==> src/rtl/sclk_pkg.sv <==
package sclk_pkg;

    typedef enum logic [1:0] {
        ST_IDLE  = 2'b00,
        ST_SHIFT = 2'b01,
        ST_HOLD  = 2'b10
    } fsm_t;

    typedef enum logic [1:0] {
        MD_NOWAIT8 = 2'b00,
        MD_RSVD    = 2'b01,
        MD_WAIT8   = 2'b10,
        MD_WAIT9   = 2'b11
    } wmode_t;

endpackage

==> src/rtl/sclk_sync.sv <==
// Pin synchronizer with rising-edge detector.
module sclk_sync #(
    parameter int STAGES = 2
) (
    input  logic clk,
    input  logic rst_n,
    input  logic pin,
    output logic level,
    output logic rise
);
    logic [STAGES:0] sr;

    always_ff @(posedge clk or negedge rst_n) begin
        if (!rst_n) begin
            sr <= '0;
        end else begin
            sr <= {sr[STAGES-1:0], pin};
        end
    end

    assign level = sr[STAGES-1];
    assign rise  = sr[STAGES-1] & ~sr[STAGES];
endmodule

==> src/rtl/sclk_edge_cnt.sv <==
// Saturating edge counter with synchronous clear.
module sclk_edge_cnt #(
    parameter int W = 4
) (
    input  logic         clk,
    input  logic         rst_n,
    input  logic         clr,
    input  logic         inc,
    output logic [W-1:0] cnt
);
    localparam logic [W-1:0] CMAX = '1;

    always_ff @(posedge clk or negedge rst_n) begin
        if (!rst_n) begin
            cnt <= '0;
        end else if (clr) begin
            cnt <= '0;
        end else if (inc && cnt != CMAX) begin
            cnt <= cnt + 1'b1;
        end
    end
endmodule

==> src/rtl/sclk_ctrl_reg.sv <==
// Control/status register: stored fields, self-clearing release, live level.
module sclk_ctrl_reg (
    input  logic       clk,
    input  logic       rst_n,
    input  logic       wr_en,
    input  logic [7:0] wr_data,
    input  logic       holding,
    input  logic       rel_done,
    input  logic       scl_level,
    output logic [7:0] rd_data,
    output logic [1:0] wat,
    output logic       clc,
    output logic       wrel
);
    logic [2:0] spare;
    logic       unused_cld_wr;

    assign unused_cld_wr = wr_data[6];

    always_ff @(posedge clk or negedge rst_n) begin
        if (!rst_n) begin
            spare <= '0;
            clc   <= 1'b0;
            wat   <= 2'b00;
            wrel  <= 1'b0;
        end else begin
            if (wr_en) begin
                spare <= {wr_data[7], wr_data[5], wr_data[4]};
                clc   <= wr_data[3];
                wat   <= wr_data[1:0];
            end
            if (rel_done) begin
                wrel <= 1'b0;
            end else if (wr_en && wr_data[2] && holding) begin
                wrel <= 1'b1;
            end
        end
    end

    assign rd_data = {spare[2], scl_level, spare[1], spare[0], clc, wrel, wat};
endmodule

==> src/rtl/sclk_wait_ctrl.sv <==
// Top: edge-count FSM with interrupt trigger and clock-low hold.
module sclk_wait_ctrl
    import sclk_pkg::*;
#(
    parameter int BITS_PER_BYTE = 8,
    parameter int SYNC_STAGES   = 2
) (
    input  logic       clk,
    input  logic       rst_n,
    input  logic       bus_wr,
    input  logic [7:0] bus_wdata,
    output logic [7:0] bus_rdata,
    input  logic       xfer_start,
    input  logic       xfer_stop,
    input  logic       scl_in,
    output logic       scl_drive_low,
    output logic       irq
);
    localparam int CNT_W = $clog2(BITS_PER_BYTE + 2);
    localparam logic [CNT_W-1:0] HIT_FIRST  = CNT_W'(BITS_PER_BYTE - 1);
    localparam logic [CNT_W-1:0] HIT_SECOND = CNT_W'(BITS_PER_BYTE);

    fsm_t             state_q, state_d;
    logic             irq_q, irq_d;
    logic             scl_level, scl_rise;
    logic [CNT_W-1:0] cnt_q;
    logic [1:0]       wat;
    logic             clc, wrel;
    logic             holding, rel_done;
    logic             cnt_clr, cnt_inc;
    logic             hit8, hit9, fire;
    wmode_t           mode;

    sclk_sync #(.STAGES(SYNC_STAGES)) u_sync (
        .clk   (clk),
        .rst_n (rst_n),
        .pin   (scl_in),
        .level (scl_level),
        .rise  (scl_rise)
    );

    sclk_ctrl_reg u_reg (
        .clk       (clk),
        .rst_n     (rst_n),
        .wr_en     (bus_wr),
        .wr_data   (bus_wdata),
        .holding   (holding),
        .rel_done  (rel_done),
        .scl_level (scl_level),
        .rd_data   (bus_rdata),
        .wat       (wat),
        .clc       (clc),
        .wrel      (wrel)
    );

    sclk_edge_cnt #(.W(CNT_W)) u_cnt (
        .clk   (clk),
        .rst_n (rst_n),
        .clr   (cnt_clr),
        .inc   (cnt_inc),
        .cnt   (cnt_q)
    );

    assign mode    = wmode_t'(wat);
    assign cnt_clr = xfer_start && (state_q != ST_HOLD);
    assign cnt_inc = scl_rise && (state_q == ST_SHIFT) && !xfer_stop;
    assign hit8    = cnt_inc && (cnt_q == HIT_FIRST);
    assign hit9    = cnt_inc && (cnt_q == HIT_SECOND);

    always_comb begin
        fire = 1'b0;
        unique case (mode)
            MD_NOWAIT8: fire = hit8;
            MD_RSVD:    fire = 1'b0;
            MD_WAIT8:   fire = hit8;
            MD_WAIT9:   fire = hit9;
            default:    fire = 1'b0;
        endcase
    end

    // next-state logic
    always_comb begin
        state_d  = state_q;
        irq_d    = 1'b0;
        rel_done = 1'b0;
        unique case (state_q)
            ST_IDLE: begin
                if (xfer_start) state_d = ST_SHIFT;
            end
            ST_SHIFT: begin
                if (xfer_start) begin
                    state_d = ST_SHIFT;
                end else if (xfer_stop) begin
                    state_d = ST_IDLE;
                end else if (fire) begin
                    irq_d = 1'b1;
                    if (wat[1]) state_d = ST_HOLD;
                end
            end
            ST_HOLD: begin
                if (wrel) begin
                    state_d  = ST_SHIFT;
                    rel_done = 1'b1;
                end
            end
            default: state_d = ST_IDLE;
        endcase
    end

    // state register
    always_ff @(posedge clk or negedge rst_n) begin
        if (!rst_n) begin
            state_q <= ST_IDLE;
            irq_q   <= 1'b0;
        end else begin
            state_q <= state_d;
            irq_q   <= irq_d;
        end
    end

    // outputs
    always_comb begin
        holding       = (state_q == ST_HOLD);
        irq           = irq_q;
        scl_drive_low = 1'b0;
        unique case (state_q)
            ST_IDLE:  scl_drive_low = ~clc;
            ST_SHIFT: scl_drive_low = 1'b0;
            ST_HOLD:  scl_drive_low = 1'b1;
            default:  scl_drive_low = 1'b0;
        endcase
    end
endmodule

==> config.mk <==
export PLATFORM = sky130hd
export DESIGN_NAME = sclk_wait_ctrl
export DESIGN_NICKNAME = d
export VERILOG_FILES = /design/src/rtl/sclk_pkg.sv /design/src/rtl/sclk_sync.sv /design/src/rtl/sclk_edge_cnt.sv /design/src/rtl/sclk_ctrl_reg.sv /design/src/rtl/sclk_wait_ctrl.sv
export SDC_FILE = /design/constraint.sdc
export NUM_CORES = 1
export LEC_CHECK = 0
export ABC_AREA = 1
export BUFFER_PORTS_ARGS = -buffer_cell sky130_fd_sc_hd__buf_2
export CAP_MARGIN = 10
export CORE_UTILIZATION = 45
export CTS_CLUSTER_DIAMETER = 30
export DETAILED_ROUTE_END_ITERATION = 6
export PLACE_DENSITY = 0.77
export SYNTH_ARGS = -nofsm -noshare
export SYNTH_HDL_FRONTEND = slang
export SYNTH_SLANG_ARGS = --single-unit
==> constraint.sdc <==
create_clock -name clk -period 1.7 [get_ports clk]
set_input_delay 0.17 -clock clk [delete_from_list [all_inputs] [get_ports clk]]
set_output_delay 0.17 -clock clk [all_outputs]
set_load 0.05 [all_outputs]
Yosys cells after proc, flatten, opt, wreduce, memory -nomap -nowiden:

Cells that the tools add are included.

* register bits after elaboration: 17
* bits of input ports: 14
* logic and storage cells: 59
* output and inout bits: 10

* add/subtract/negate cells: 1
* muxes and demuxes: 19
* equality and inequality tests: 13
* reductions and logical operators: 15
* bitwise operators: 3

Operator list (number)
* 2-to-1 mux 2 bit: 6
* logical AND 1 bit: 8
* 2-to-1 mux 1 bit: 8
* 2-to-1 mux 4 bit: 2
* != test 4 bit (second input constant): 2
* == test 2 bit (second input constant): 3
* != test 2 bit (second input constant): 3
* case mux 2 bit (3 select lines): 1
* adder 4 x 1 -> 4 bit (second input constant): 1
* == test 2 x 1 -> 1 bit (second input constant): 2
* == test 4 x 3 -> 1 bit (second input constant): 1
* == test 4 bit (second input constant): 1
* zero test 2 bit: 2
* != test 4 x 3 -> 1 bit (second input constant): 1
* AND reduction 4 bit: 1
* nonzero test 2 bit: 2
* case mux 1 bit (3 select lines): 1
* inverter 1 bit: 2
* case mux 1 bit (2 select lines): 1
* OR reduction 2 bit: 1
* AND 1 bit: 1
* zero test 1 bit: 1

Depth between registers and ports, before layout:

* word-level depth: 10
* mapped depth: 8
* mapped depth without buffers: 8

Cells and area by module:

A second synthesis with hierarchy kept.

* cell total of the unflattened synthesis: 112
* area, all modules: 904.6 um^2

By module, submodules not included
* sclk_ctrl_reg: cells each 34, area each 327.8 um^2, sequential area each 175.2 um^2, times used 1
* sclk_wait_ctrl: cells each 44, area each 269.0 um^2, sequential area each 75.1 um^2, times used 1
* sclk_edge_cnt: cells each 29, area each 222.7 um^2, sequential area each 100.1 um^2, times used 1
* sclk_sync: cells each 5, area each 85.1 um^2, sequential area each 75.1 um^2, times used 1

Worst setup path after synthesis:

Ideal clock, no wire load.

* path type: register to output
* from: register state_q[0]
* to: output scl_drive_low
* arrival: 1198 ps
* required time: 1530 ps
* stages on the path, launching flop included: 2
* path buffers: 0
* slack: 332 ps
* cell sequence: dfrtp_1 a21oi_1

* longest elaborated chain between the ends: 2
* elaborated cells on any way between the ends: 3
* classes of those cells: eq/ne: 1; mux: 1; reduce/logical: 1

RTL lines
* start, declared: RTL line sclk_wait_ctrl.sv:23 `fsm_t state_q, state_d;`
* start signal, assigned: RTL line sclk_wait_ctrl.sv:116 `state_q <= state_d;`
* == test 2 bit or zero test 2 bit (tied branches): RTL line sclk_wait_ctrl.sv:126 `unique case (state_q)`
* case mux 1 bit (2 select lines) *: RTL line sclk_wait_ctrl.sv:126
* end, declared: RTL line sclk_wait_ctrl.sv:16 `output logic scl_drive_low,`

Every way passes the cells marked *; elsewhere a longest branch is shown, timed or not.

Worst setup path in the final report:

* from: register state_q[1]
* to: output scl_drive_low

Same word-level chain as after synthesis.

==> flow_metrics.env <==
export IMPL_drc=0
export IMPL_final_max_slew_violation_count=0
export IMPL_slowest_stage="dfrtp_1"
export IMPL_final_area_um2=966
export IMPL_syn_num_nets=99
export IMPL_path_max_fanout=4
export IMPL_syn_to_final_growth_pct=19.9
export IMPL_clockRootBuffer="clkbuf_4"
export IMPL_synth_top_cells_by_count="dfrtp_1, inv_1, nand2_1, nand3_1, nor2_1"
export IMPL_wl_mm=1.44
export IMPL_synth_avg_cell_area_um2=9.59
export IMPL_wl_met1_um=681
export IMPL_insertedDiodeCount=0
export IMPL_syn_area_um2=806
export IMPL_rsz0062_at_grt="false"
export IMPL_hold_start="bus_wdata[3]"
export IMPL_seq_area_frac_synth_pct=52.8
export IMPL_final_cells=132
export IMPL_vias_per_cell=4.86
export IMPL_place_gp_congestion=0.740
export IMPL_synth_warnings=0
export IMPL_synth_area_leaders="dfrtp_1, mux2_2, nand3_1"
export IMPL_critPathMaxStageDelay_ns=0.39
export IMPL_hold_violations=0
export IMPL_dr_pass1_iters=4
export IMPL_hpwl_mm=1.08
export IMPL_synth_largest_area_cell="dfrtp_1"
export IMPL_netlist_instances=84
export IMPL_setup_viol=0
export IMPL_antenna_left=0
export IMPL_drt_iter0_drc=5
export IMPL_core_region_area_um2=1590
export IMPL_synth_most_common_cell="dfrtp_1"
export IMPL_slew_headroom_pct=74.6
export IMPL_port_buffers=22
export IMPL_worst_pin_slew_ns=0.381
export IMPL_rows=14
export IMPL_synth_async_reset_ratio_pct=100
export IMPL_synth_edf_count=0
export IMPL_cts_setup_buffers=0
export IMPL_die_h_um=44.3
export IMPL_post_place_cells=126
export IMPL_cts_resized=0
export IMPL_crit_required_ns=1.53
export IMPL_cts_hold_buf=2
export IMPL_cts_reportedPaths_clkPinSlew_ns=0.10
export IMPL_clkLatencyLatePin_ns=0.29
export IMPL_reg2reg_from="state_q[0]"
export IMPL_final_util_pct=60.6
export IMPL_setup_tns_ns=0
export IMPL_max_cap_violations=0
export IMPL_cp_num_buf_inv=2
export IMPL_cp_startpoint="state_q[1]"
export IMPL_routed_top_layer="met4"
export IMPL_cts_buffers=3
export IMPL_powerDensity_nw_per_um2=904
export IMPL_grt_first_pass_wirelength_mm=2.59
export IMPL_worstPathArrival_ns=1.20
export IMPL_fin_skew_ns=0.00909
export IMPL_die_w_um=44.3
export IMPL_place_area_um2=918
export IMPL_dr_total_vias=641
export IMPL_seq_area_um2=425
export IMPL_grt_max_degree=18
export IMPL_grt_pass1_vias=629
export IMPL_synth_seq_cells=17
export IMPL_leakagePower_nw=0.507
export IMPL_critical_path_class="flip-flop to output pin"
export IMPL_max_freq_mhz=729
export IMPL_cts_sinks=17
export IMPL_hold_path_class="primary input to flip-flop"
export IMPL_cts_tree="built"
export IMPL_die_area_um2=1960
export IMPL_fin_crit_sh_pct=80.7
export IMPL_cts_buffer_depth=2
export IMPL_cp_start_kind="flip-flop"
export IMPL_overflow=0
export IMPL_synthDistinctLibCells=20
export IMPL_start_util_pct=50.5
export IMPL_fillCellCount=140
export IMPL_multi_input_area_um2=312
export IMPL_end_kind="output pin"
export IMPL_track_usage_pct=18.7
export IMPL_fin_nets=124
export IMPL_status="finished clean"
export IMPL_ios=24
export IMPL_layout_min_cycle_time_ns=1.37
export IMPL_met3_length_um=76
export IMPL_avgRoutedWirePerCell_um=10.9
export IMPL_ir_drop_mv=0.490
export IMPL_crit_family="flip-flops"
export IMPL_drive_gt1_share_pct=33.3
export IMPL_cp_cell_sequence="inv_1 > a21oi_1 > buf_2"
export IMPL_antenna_found_initial=0
export IMPL_wl_met2_um=672
export IMPL_htree_num_levels=1
export IMPL_yosys_most_used_dff="dfrtp_1"
export IMPL_synth_top_area_share_pct=52.8
-- report_power, final --
part           internal (mW)  total [mW]  leakage [nW]  switching (mW)
clock network         0.0875       0.216        0.0177           0.128
logic                 0.0612       0.190         0.277           0.129
registers              0.437       0.467         0.212          0.0306
total                  0.585       0.873         0.507           0.288
-- routing by layer --
layer | GRT usage (%) | vias up
met5 | 0 | -
met4 | 7.27 | 0
met3 | 4.90 | 2
met2 | 29.1 | 25
met1 | 25.1 | 292
li1 | - | 322
-- flip-flops by register name, summed over array words and instances, names as in the netlist --
signal / flops
u_reg.wat: 2
u_reg.spare: 3
u_reg.clc: 1
irq: 1
u_reg.wrel: 1
u_cnt.cnt: 4
u_sync.sr: 3
state_q: 2
-- area by class of cell --
cell class,instances,area share [%]
Clock buffer,3,2.33
Clock inverter,1,0.518
Inverter,11,4.27
Multi-Input combinational cell,52,32.3
Sequential cell,17,44.0
Tap cell,24,3.11
Timing Repair Buffer,24,13.5
-- cell families (layout without fill, tap and decap cells) --
group	Yosys count	in the layout	synth area share (%)
compound gates	11	11	7.92
xor+xnor	2	2	2.17
fa+ha+maj	1	1	1.55
buf+inv	15	39	8.54
flops	17	17	52.8
mux	5	5	6.99
simple gates	33	33	20.0
-- path summary, 6_finish.rpt --
path | cells after the start | slack (ns) | endpoint
setup / recovery | 3 | 0.33 | scl_drive_low
hold / removal | 2 | 0.1 | u_reg.clc
setup reg to reg | 4 | 0.50 | u_cnt.cnt[0]
hold reg to reg | 0 | 0.37 | u_sync.sr[1]
max in group asynchronous | 2 | 1.10 | u_cnt.cnt[2]
min in group asynchronous | 2 | 0.32 | state_q[0]
-- cells in the final DEF (no fill, tap or decap), types with 2 or more instances in the layout --
cell type,count
xor2_1,2
nor2_1,7
mux2_2,5
dfrtp_1,17
a21oi_1,2
o21ai_0,6
nand2_2,2
dlygate4sd3_1,2
nand2_1,10
nand3_1,10
buf_2,22
inv_1,11
clkbuf_4,3
-- metrics by stage --
step | hold WS, ns | setup slack, ns | power, mW
6_report | 0.0997 | 0.328 | 0.873
2_1_floorplan | -0.126 | 0.332 | 0.612
5_1_grt | 0.0910 | 0.254 | 0.925
3_3_place_gp | 0.109 | 0.563 | 0.656
4_1_cts | 0.0926 | 0.358 | 0.881
3_5_place_dp | 0.114 | 0.526 | 0.663
Note: power is estimated with default switching activity, not from simulation.
